<file path="src/rtl/misal_pkg.sv">
package misal_pkg;
  typedef enum logic [1:0] {
    SZ_BYTE = 2'd0,
    SZ_HALF = 2'd1,
    SZ_WORD = 2'd2,
    SZ_BAD  = 2'd3
  } size_e;
endpackage

</file>
<file path="src/rtl/misal_classify.sv">
module misal_classify #(
  parameter int AW    = 32,
  parameter int LANES = 8
) (
  input  logic [AW-1:0]    addr,
  input  logic [1:0]       size,
  input  logic             mw,
  input  logic             str,
  input  logic             le,
  output logic             exc,
  output logic             split,
  output logic [AW-1:0]    lo_addr,
  output logic [AW-1:0]    hi_addr,
  output logic [LANES-1:0] be_lo,
  output logic [LANES-1:0] be_hi
);
  import misal_pkg::*;
  localparam int LW = $clog2(LANES);
  localparam int SW = 2 * LANES;

  logic [SW-1:0] mask;
  logic [SW-1:0] span;
  logic [LW-1:0] offset;

  assign offset = addr[LW-1:0];

  // Byte mask for the access width, before it is placed at the lane offset
  always_comb begin
    if (mw) begin
      mask = SW'(4'hF);
    end else begin
      case (size_e'(size))
        SZ_BYTE: mask = SW'(4'h1);
        SZ_HALF: mask = SW'(4'h3);
        default: mask = SW'(4'hF);
      endcase
    end
  end

  assign span  = mask << offset;
  assign be_lo = span[LANES-1:0];
  assign be_hi = span[SW-1:LANES];
  assign split = |be_hi;

  assign lo_addr = {addr[AW-1:LW], {LW{1'b0}}};
  assign hi_addr = lo_addr + AW'(LANES);

  // Trap conditions: invalid size, block ops in little-endian, unaligned multiple-word
  always_comb begin
    exc = 1'b0;
    if (!mw && size_e'(size) == SZ_BAD) exc = 1'b1;
    if ((mw || str) && le)              exc = 1'b1;
    if (mw && addr[1:0] != 2'b00)       exc = 1'b1;
  end
endmodule

</file>
<file path="src/rtl/misal_seq.sv">
module misal_seq #(
  parameter int AW    = 32,
  parameter int LANES = 8
) (
  input  logic             clk,
  input  logic             rst,
  input  logic             req_valid,
  output logic             req_ready,
  input  logic             c_exc,
  input  logic             c_split,
  input  logic [AW-1:0]    c_lo_addr,
  input  logic [AW-1:0]    c_hi_addr,
  input  logic [LANES-1:0] c_be_lo,
  input  logic [LANES-1:0] c_be_hi,
  output logic             mem_valid,
  input  logic             mem_ready,
  output logic [AW-1:0]    mem_addr,
  output logic [LANES-1:0] mem_be,
  output logic             mem_last,
  output logic             exc_pulse
);
  localparam int LW = $clog2(LANES);

  logic             busy;
  logic [AW-1:0]    hi_addr_q;
  logic [LANES-1:0] hi_be_q;
  logic             take;

  assign req_ready = ~busy & ~exc_pulse;
  assign take      = req_valid & req_ready;

  always_ff @(posedge clk) begin
    if (rst) begin
      busy      <= 1'b0;
      mem_valid <= 1'b0;
      mem_addr  <= '0;
      mem_be    <= '0;
      mem_last  <= 1'b0;
      exc_pulse <= 1'b0;
      hi_addr_q <= '0;
      hi_be_q   <= '0;
    end else begin
      exc_pulse <= 1'b0;
      if (take) begin
        if (c_exc) begin
          exc_pulse <= 1'b1;
        end else begin
          busy      <= 1'b1;
          mem_valid <= 1'b1;
          mem_addr  <= c_lo_addr;
          mem_be    <= c_be_lo;
          mem_last  <= ~c_split;
          hi_addr_q <= c_hi_addr;
          hi_be_q   <= c_be_hi;
        end
      end else if (mem_valid && mem_ready) begin
        if (!mem_last) begin
          mem_addr <= hi_addr_q;
          mem_be   <= hi_be_q;
          mem_last <= 1'b1;
        end else begin
          mem_valid <= 1'b0;
          busy      <= 1'b0;
        end
      end
    end
  end

  a_r10_hold_stalled: assert property (@(posedge clk) disable iff (rst)
    mem_valid && !mem_ready |=> mem_valid && $stable(mem_addr) && $stable(mem_be) && $stable(mem_last));

  a_r10_no_accept_busy: assert property (@(posedge clk) disable iff (rst)
    mem_valid |-> !req_ready);

  a_r7_single_pulse: assert property (@(posedge clk) disable iff (rst)
    exc_pulse |=> !exc_pulse);

  a_r7_no_access: assert property (@(posedge clk) disable iff (rst)
    exc_pulse |-> !mem_valid);

  a_r4_second_is_last: assert property (@(posedge clk) disable iff (rst)
    mem_valid && mem_ready && !mem_last |=> mem_valid && mem_last);

  a_r2_enables_present: assert property (@(posedge clk) disable iff (rst)
    mem_valid |-> mem_be != '0);

  a_r2_unit_address: assert property (@(posedge clk) disable iff (rst)
    mem_valid |-> mem_addr[LW-1:0] == '0);
endmodule

</file>
<file path="src/rtl/misal_splitter.sv">
module misal_splitter #(
  parameter int AW    = 32,
  parameter int LANES = 8
) (
  input  logic             clk,
  input  logic             rst,
  input  logic             req_valid,
  output logic             req_ready,
  input  logic [AW-1:0]    req_addr,
  input  logic [1:0]       req_size,
  input  logic             req_mw,
  input  logic             req_str,
  input  logic             req_le,
  output logic             mem_valid,
  input  logic             mem_ready,
  output logic [AW-1:0]    mem_addr,
  output logic [LANES-1:0] mem_be,
  output logic             mem_last,
  output logic             exc_pulse
);
  logic             c_exc;
  logic             c_split;
  logic [AW-1:0]    c_lo_addr;
  logic [AW-1:0]    c_hi_addr;
  logic [LANES-1:0] c_be_lo;
  logic [LANES-1:0] c_be_hi;

  misal_classify #(.AW(AW), .LANES(LANES)) u_cls (
    .addr    (req_addr),
    .size    (req_size),
    .mw      (req_mw),
    .str     (req_str),
    .le      (req_le),
    .exc     (c_exc),
    .split   (c_split),
    .lo_addr (c_lo_addr),
    .hi_addr (c_hi_addr),
    .be_lo   (c_be_lo),
    .be_hi   (c_be_hi)
  );

  misal_seq #(.AW(AW), .LANES(LANES)) u_seq (
    .clk       (clk),
    .rst       (rst),
    .req_valid (req_valid),
    .req_ready (req_ready),
    .c_exc     (c_exc),
    .c_split   (c_split),
    .c_lo_addr (c_lo_addr),
    .c_hi_addr (c_hi_addr),
    .c_be_lo   (c_be_lo),
    .c_be_hi   (c_be_hi),
    .mem_valid (mem_valid),
    .mem_ready (mem_ready),
    .mem_addr  (mem_addr),
    .mem_be    (mem_be),
    .mem_last  (mem_last),
    .exc_pulse (exc_pulse)
  );
endmodule

</file>
<file path="config.mk">
export PLATFORM = sky130hd
export DESIGN_NAME = misal_splitter
export DESIGN_NICKNAME = d
export VERILOG_FILES = /design/src/rtl/misal_pkg.sv /design/src/rtl/misal_classify.sv /design/src/rtl/misal_seq.sv /design/src/rtl/misal_splitter.sv
export SDC_FILE = /design/constraint.sdc
export NUM_CORES = 1
export LEC_CHECK = 0
export ABC_AREA = 1
export BUFFER_PORTS_ARGS = -buffer_cell sky130_fd_sc_hd__buf_2
export CORE_ASPECT_RATIO = 1.75
export CORE_MARGIN = 2
export CORE_UTILIZATION = 49
export CTS_CLUSTER_SIZE = 40
export DETAILED_ROUTE_END_ITERATION = 10
export HOLD_SLACK_MARGIN = 0.08
export PLACE_DENSITY = 0.78
export SYNTH_ARGS = -nofsm -noshare
export SYNTH_HDL_FRONTEND = slang
export SYNTH_SLANG_ARGS = --single-unit
</file>
<file path="constraint.sdc">
create_clock -name clk -period 1.8 [get_ports clk]
set_clock_uncertainty 0.2 [all_clocks]
set_input_delay 0.54 -clock clk [delete_from_list [all_inputs] [get_ports clk]]
set_output_delay 0.54 -clock clk [all_outputs]
set_load 0.005 [all_outputs]
</file>
; Yosys cells after proc, flatten, opt, wreduce, memory -nomap -nowiden
; Index checks and enable logic that the tools add are counted.
[totals]
rom_bits = 0
out_inout_bits = 44
regBits = 83
ram_bits = 0
elab_cells = 57
latch_bits = 0
mem_count = 0
[classes]
addsub = 1
div_mod_pow = 0
n_mul = 0
shift = 1
n_lt_le_gt_ge = 0
bitwise_logic = 7
muxes = 21
reduce_logical = 16
eq_ne = 4
[ops]
columns = operator, count
row1 = $mux 32, 4
row2 = $add 32x4->32 const B, 1
row3 = $mux 8, 4
row4 = $mux 16, 1
row5 = $shl 16x3->16, 1
row6 = $mux 1, 11
row7 = $pmux 4 s2, 1
row8 = $reduce_or 8->1, 1
row9 = $reduce_and 3->1, 2
row10 = $reduce_bool 2->1, 3
row11 = $not 1->1, 5
row12 = $logic_and 1x1->1, 4
row13 = $ne 2x2->1 const B, 2
row14 = $reduce_and 2->1, 2
row15 = $and 1x1->1, 2
row16 = $eq 2x1->1 const B, 1
row17 = $eq 2x2->1 const B, 1
row18 = $logic_not 2->1, 1
row19 = $reduce_or 2->1, 1
row20 = $logic_not 1->1, 1
row21 = $logic_or 1x1->1, 1

; Longest topological paths before layout
[logic_depth]
depth_word = 8
mapped_depth = 11

; Modules after synthesis
; Synthesis repeated with hierarchy kept, for this count alone.
[hier_totals]
cells_unflattened = 755
area_unflattened_um2 = 4792.1
[by_module_without_submodules]
columns = mod, area_per_inst_um2, n_inst, cells_each, seq_area_each_um2
row1 = misal_seq, 3470.8, 1, 499, 1661.6
row2 = misal_classify, 1321.3, 1, 256, 0.0

; Least setup slack after synthesis
; Ideal clock, no wire load.
[synth_timing]
kind = input to register
startpoint = input port req_addr[3]
endpoint = register u_seq.hi_addr_q[17]
path_slack_ps = 31
arrival_ps = 1454
path_stages = 7
setup_time_ps = 115
n_path_buf = 0
path_cell_list = ha_1 nand3_1 nor2_1 nand3_1 xor2_1 nor2_1 nor2_1
[synth_between]
elab_chain_len = 1
[synth_rtl]
columns = item, line_no
row1 = from (decl), misal_splitter.sv:9  ; input logic [AW-1:0] req_addr,
row2 = $add 32x4->32, misal_classify.sv:46  ; assign hi_addr = lo_addr + AW'(LANES);
row3 = to (signal assigned), misal_seq.sv:53  ; hi_addr_q <= c_hi_addr;
row4 = to (decl), misal_seq.sv:25  ; logic [AW-1:0] hi_addr_q;
; Every way passes these cells.
; A chain may end at the register's enable or synchronous reset.

; Final worst setup path
[layout_timing]
startpoint = register u_seq.busy
endpoint = register u_seq.hi_addr_q[12]
[layout_between]
elab_chain_len = 4
[layout_rtl]
columns = item, line_no
row1 = from (decl), misal_seq.sv:24  ; logic busy;
row2 = from (signal assigned), misal_seq.sv:34  ; busy <= 1'b0;
row3 = from (signal assigned), misal_seq.sv:48  ; busy <= 1'b1;
row4 = from (signal assigned), misal_seq.sv:63  ; busy <= 1'b0;
row5 = $not 1->1, misal_seq.sv:29  ; assign req_ready = ~busy & ~exc_pulse;
row6 = $and 1x1->1, misal_seq.sv:29
row7 = $and 1x1->1, misal_seq.sv:30  ; assign take = req_valid & req_ready;
row8 = $reduce_and 2->1 (no line), n/a
; Every way passes these cells.

==> impl_metrics.ini <==
[logic_synthesis]
yosysTopAreaCell = dfxtp_1
netlist_area_sq_um = 3900
async_flop_share = 0
syn_inst = 611
synth_common_cells = 142 x nor2_1, 141 x nand2_1, 81 x o21ai_0, 72 x dfxtp_1, 48 x inv_1
ys.warnings.count = 0
ys_types = 31
ys_top_cells_by_area = dfxtp_1 37%, nor2_1 14%, nand2_1 14%, o21ai_0 10%, inv_1 4.6%
ys_seq_area_frac = 0.370
synth-seq-cells = 72
synth_edf_count = 0
synthFlopType = dfxtp_1
syn_area_per_cell_sq_um = 6.38
synth_top_area_frac = 0.370
yosysMostFrequentCell = nor2_1

[power_and_ir_drop]
finalPower_mw = 4.48
p_leak_nw = 2.46
ir_worst_vdd_uv = 602
power_density_nw_per_um2 = 885

[grt]
grt_pass1_wl_mm = 18.7
grt.overflow.total = 0
grt_pass1_vias = 4102
track_usage = 0.277
antenna_found_initial = 0
grt_max_degree = 41

[routing]
wl_mm = 12.1
drt_pass1_iterations = 5
drc_errors = 0
vias = 4344
routedWlPerCell_um = 14.6
viasPerCell = 5.23
drt_iter0_markers = 260
postRouteAntennaNets = 0

[finish]
final_util = 0.648
syn_to_final_growth_pct = 29.8
drive_above_1_share = 0.233
final_nets = 779
n_antenna_cell = 0

[critical_path]
cp_slowest_cell = dfxtp_1
critPathCaptureType = flip-flop
start_kind = flip-flop
required_ns = 1.82
cp.arrival_ns = 1.72
critical_path_class = reg -> reg
crit_fanout = 16
path_buf_inv = 3
crit_chain = nor2_4 > nand2_4 > buf_12 > nor2_4 > buf_12 > inv_2 > a21oi_1 > a21oi_1
slowest_delay_ns = 0.36
cp_top_family = buffers and inverters

[die]
dieArea_sq_um = 8710
die_w_um = 71.4
pin_count = 85
die_h_um = 122
core_sq_um = 7800
std_cell_rows = 43
start_util = 0.500

[clocking]
htreeDepth = 3
clkLatencyLatePin_ns = 0.33
tritoncts = built
ctsHoldBuffers = 0
cts_root_buf = clkbuf_16
clockBufferDepth = 2
clkTransAtPathRegs_ns = 0.06
cts_made_buffers = 9
clock_sink_count = 72

[hold_path]
hold_class = reg -> reg

[sta]
setup_viol = 0
fin_crit_sh = 0.945
slew_violations = 0
hold_violations = 0
fmax_mhz = 588
period_minus_slack_ns = 1.70
rsz0062_at_grt = no

[placed_design]
place.gp.congestion = 0.923
dp_hpwl_mm = 8.94
io_buffers = 81

[job]
max_cap_violations = 0

[run_status]
status = finished clean
## where the power goes
group	switching, mW	internal, mW	leakage [nW]
clock	0.669	1.06	0.141
sequential	0.0791	1.75	0.592
combinational	0.539	0.385	1.73
## metrics by stage
stage	TNS, ns	area (sq um)	setup WS, ns	hold WS, ns	instances
floorplan	0	3910	0.0312	0.240	613
global placement	-6.29	4690	-0.162	0.250	813
detailed placement	-8.60	4690	-0.242	0.256	813
CTS	0	4980	0.00221	0.265	828
global route	0	5060	0.000878	0.284	831
finish	0	5060	0.0986	0.265	831
## state kept, by name, summed over array words and instances, names as in the netlist
register and flops:
u_seq.mem_addr 29, u_seq.busy 1, u_seq.hi_be_q 3, u_seq.mem_last 1, u_seq.hi_addr_q 29, u_seq.mem_be 8
u_seq.exc_pulse 1
## worst register-to-register path, stage by stage, from the launching register on
cell and delay [ns]:
dfxtp_1 0.36, nor2_4 0.14, nand2_4 0.10, buf_12 0.17, nor2_4 0.11, buf_12 0.14, inv_2 0.13, a21oi_1 0.17
a21oi_1 0.08
## metal layers
metal,global-route usage,up-vias,wire (um)
met5,0,-,0
met4,0.173,0,612
met3,0.0488,35,607
met2,0.501,166,6520
met1,0.287,1945,4400
li1,-,2198,-
## kinds of logic after synthesis
logic type,synth area share
adders and majority gates,0.00321
buffers and inverters,0.109
other,0.000962
AOI/OAI and AO/OA,0.158
and+or+nand+nor,0.337
xor gates and xnor gates,0.0225
DFF,0.370
## cell type report
class / count / area (sq um)
Fill cell: 697 / 2740
Multi-Input combinational cell: 458 / 2050
Sequential cell: 72 / 1440
Timing Repair Buffer: 143 / 960
Clock buffer: 9 / 225
Inverter: 53 / 206
Tap cell: 90 / 113
Clock inverter: 6 / 61.3
## final timing paths
kind | start | end | slack, ns | cells past startpoint
worst max-delay path | u_seq.busy | u_seq.hi_addr_q[12] | 0.1 | 8
worst min-delay path | u_seq.hi_addr_q[16] | u_seq.hi_addr_q[16] | 0.27 | 2
worst max register to register | u_seq.busy | u_seq.hi_addr_q[12] | 0.1 | 8
worst min register to register | u_seq.hi_addr_q[16] | u_seq.hi_addr_q[16] | 0.27 | 2
## cell usage in the layout, fill, tap and decap left out
cell,Yosys,routed
o211ai_1,2,2
o21ai_1,10,9
nor2_4,1,2
clkinvlp_4,0,1
xor2_1,9,9
buf_12,0,4
a211oi_2,2,2
nand3b_1,1,1
nand3_1,26,26
nor3_1,4,4
nand3_2,2,2
o22ai_1,1,1
conb_1,1,3
ha_1,1,1
o21ai_2,0,1
nand2_1,141,140
o21ai_0,81,81
buf_6,11,1
clkbuf_16,0,11
buf_4,4,55
nor2_1,142,142
bufinv_16,0,1
a21oi_1,18,18
inv_4,1,1
clkinv_4,0,1
buf_2,5,81
dfxtp_1,72,72
nand2_2,1,2
clkinv_2,0,3
xnor2_1,1,1
inv_2,3,3
inv_6,1,1
a31oi_1,4,4
nand2_4,1,1
inv_1,48,48
nand4_1,6,6
## what timing repair did
action / in CTS / in global routing
gates resized for setup: 0 / 3
endpoints found under the setup margin: 0 / 37
buffers inserted: 0 / 1
(Power assumes the default switching activity.)
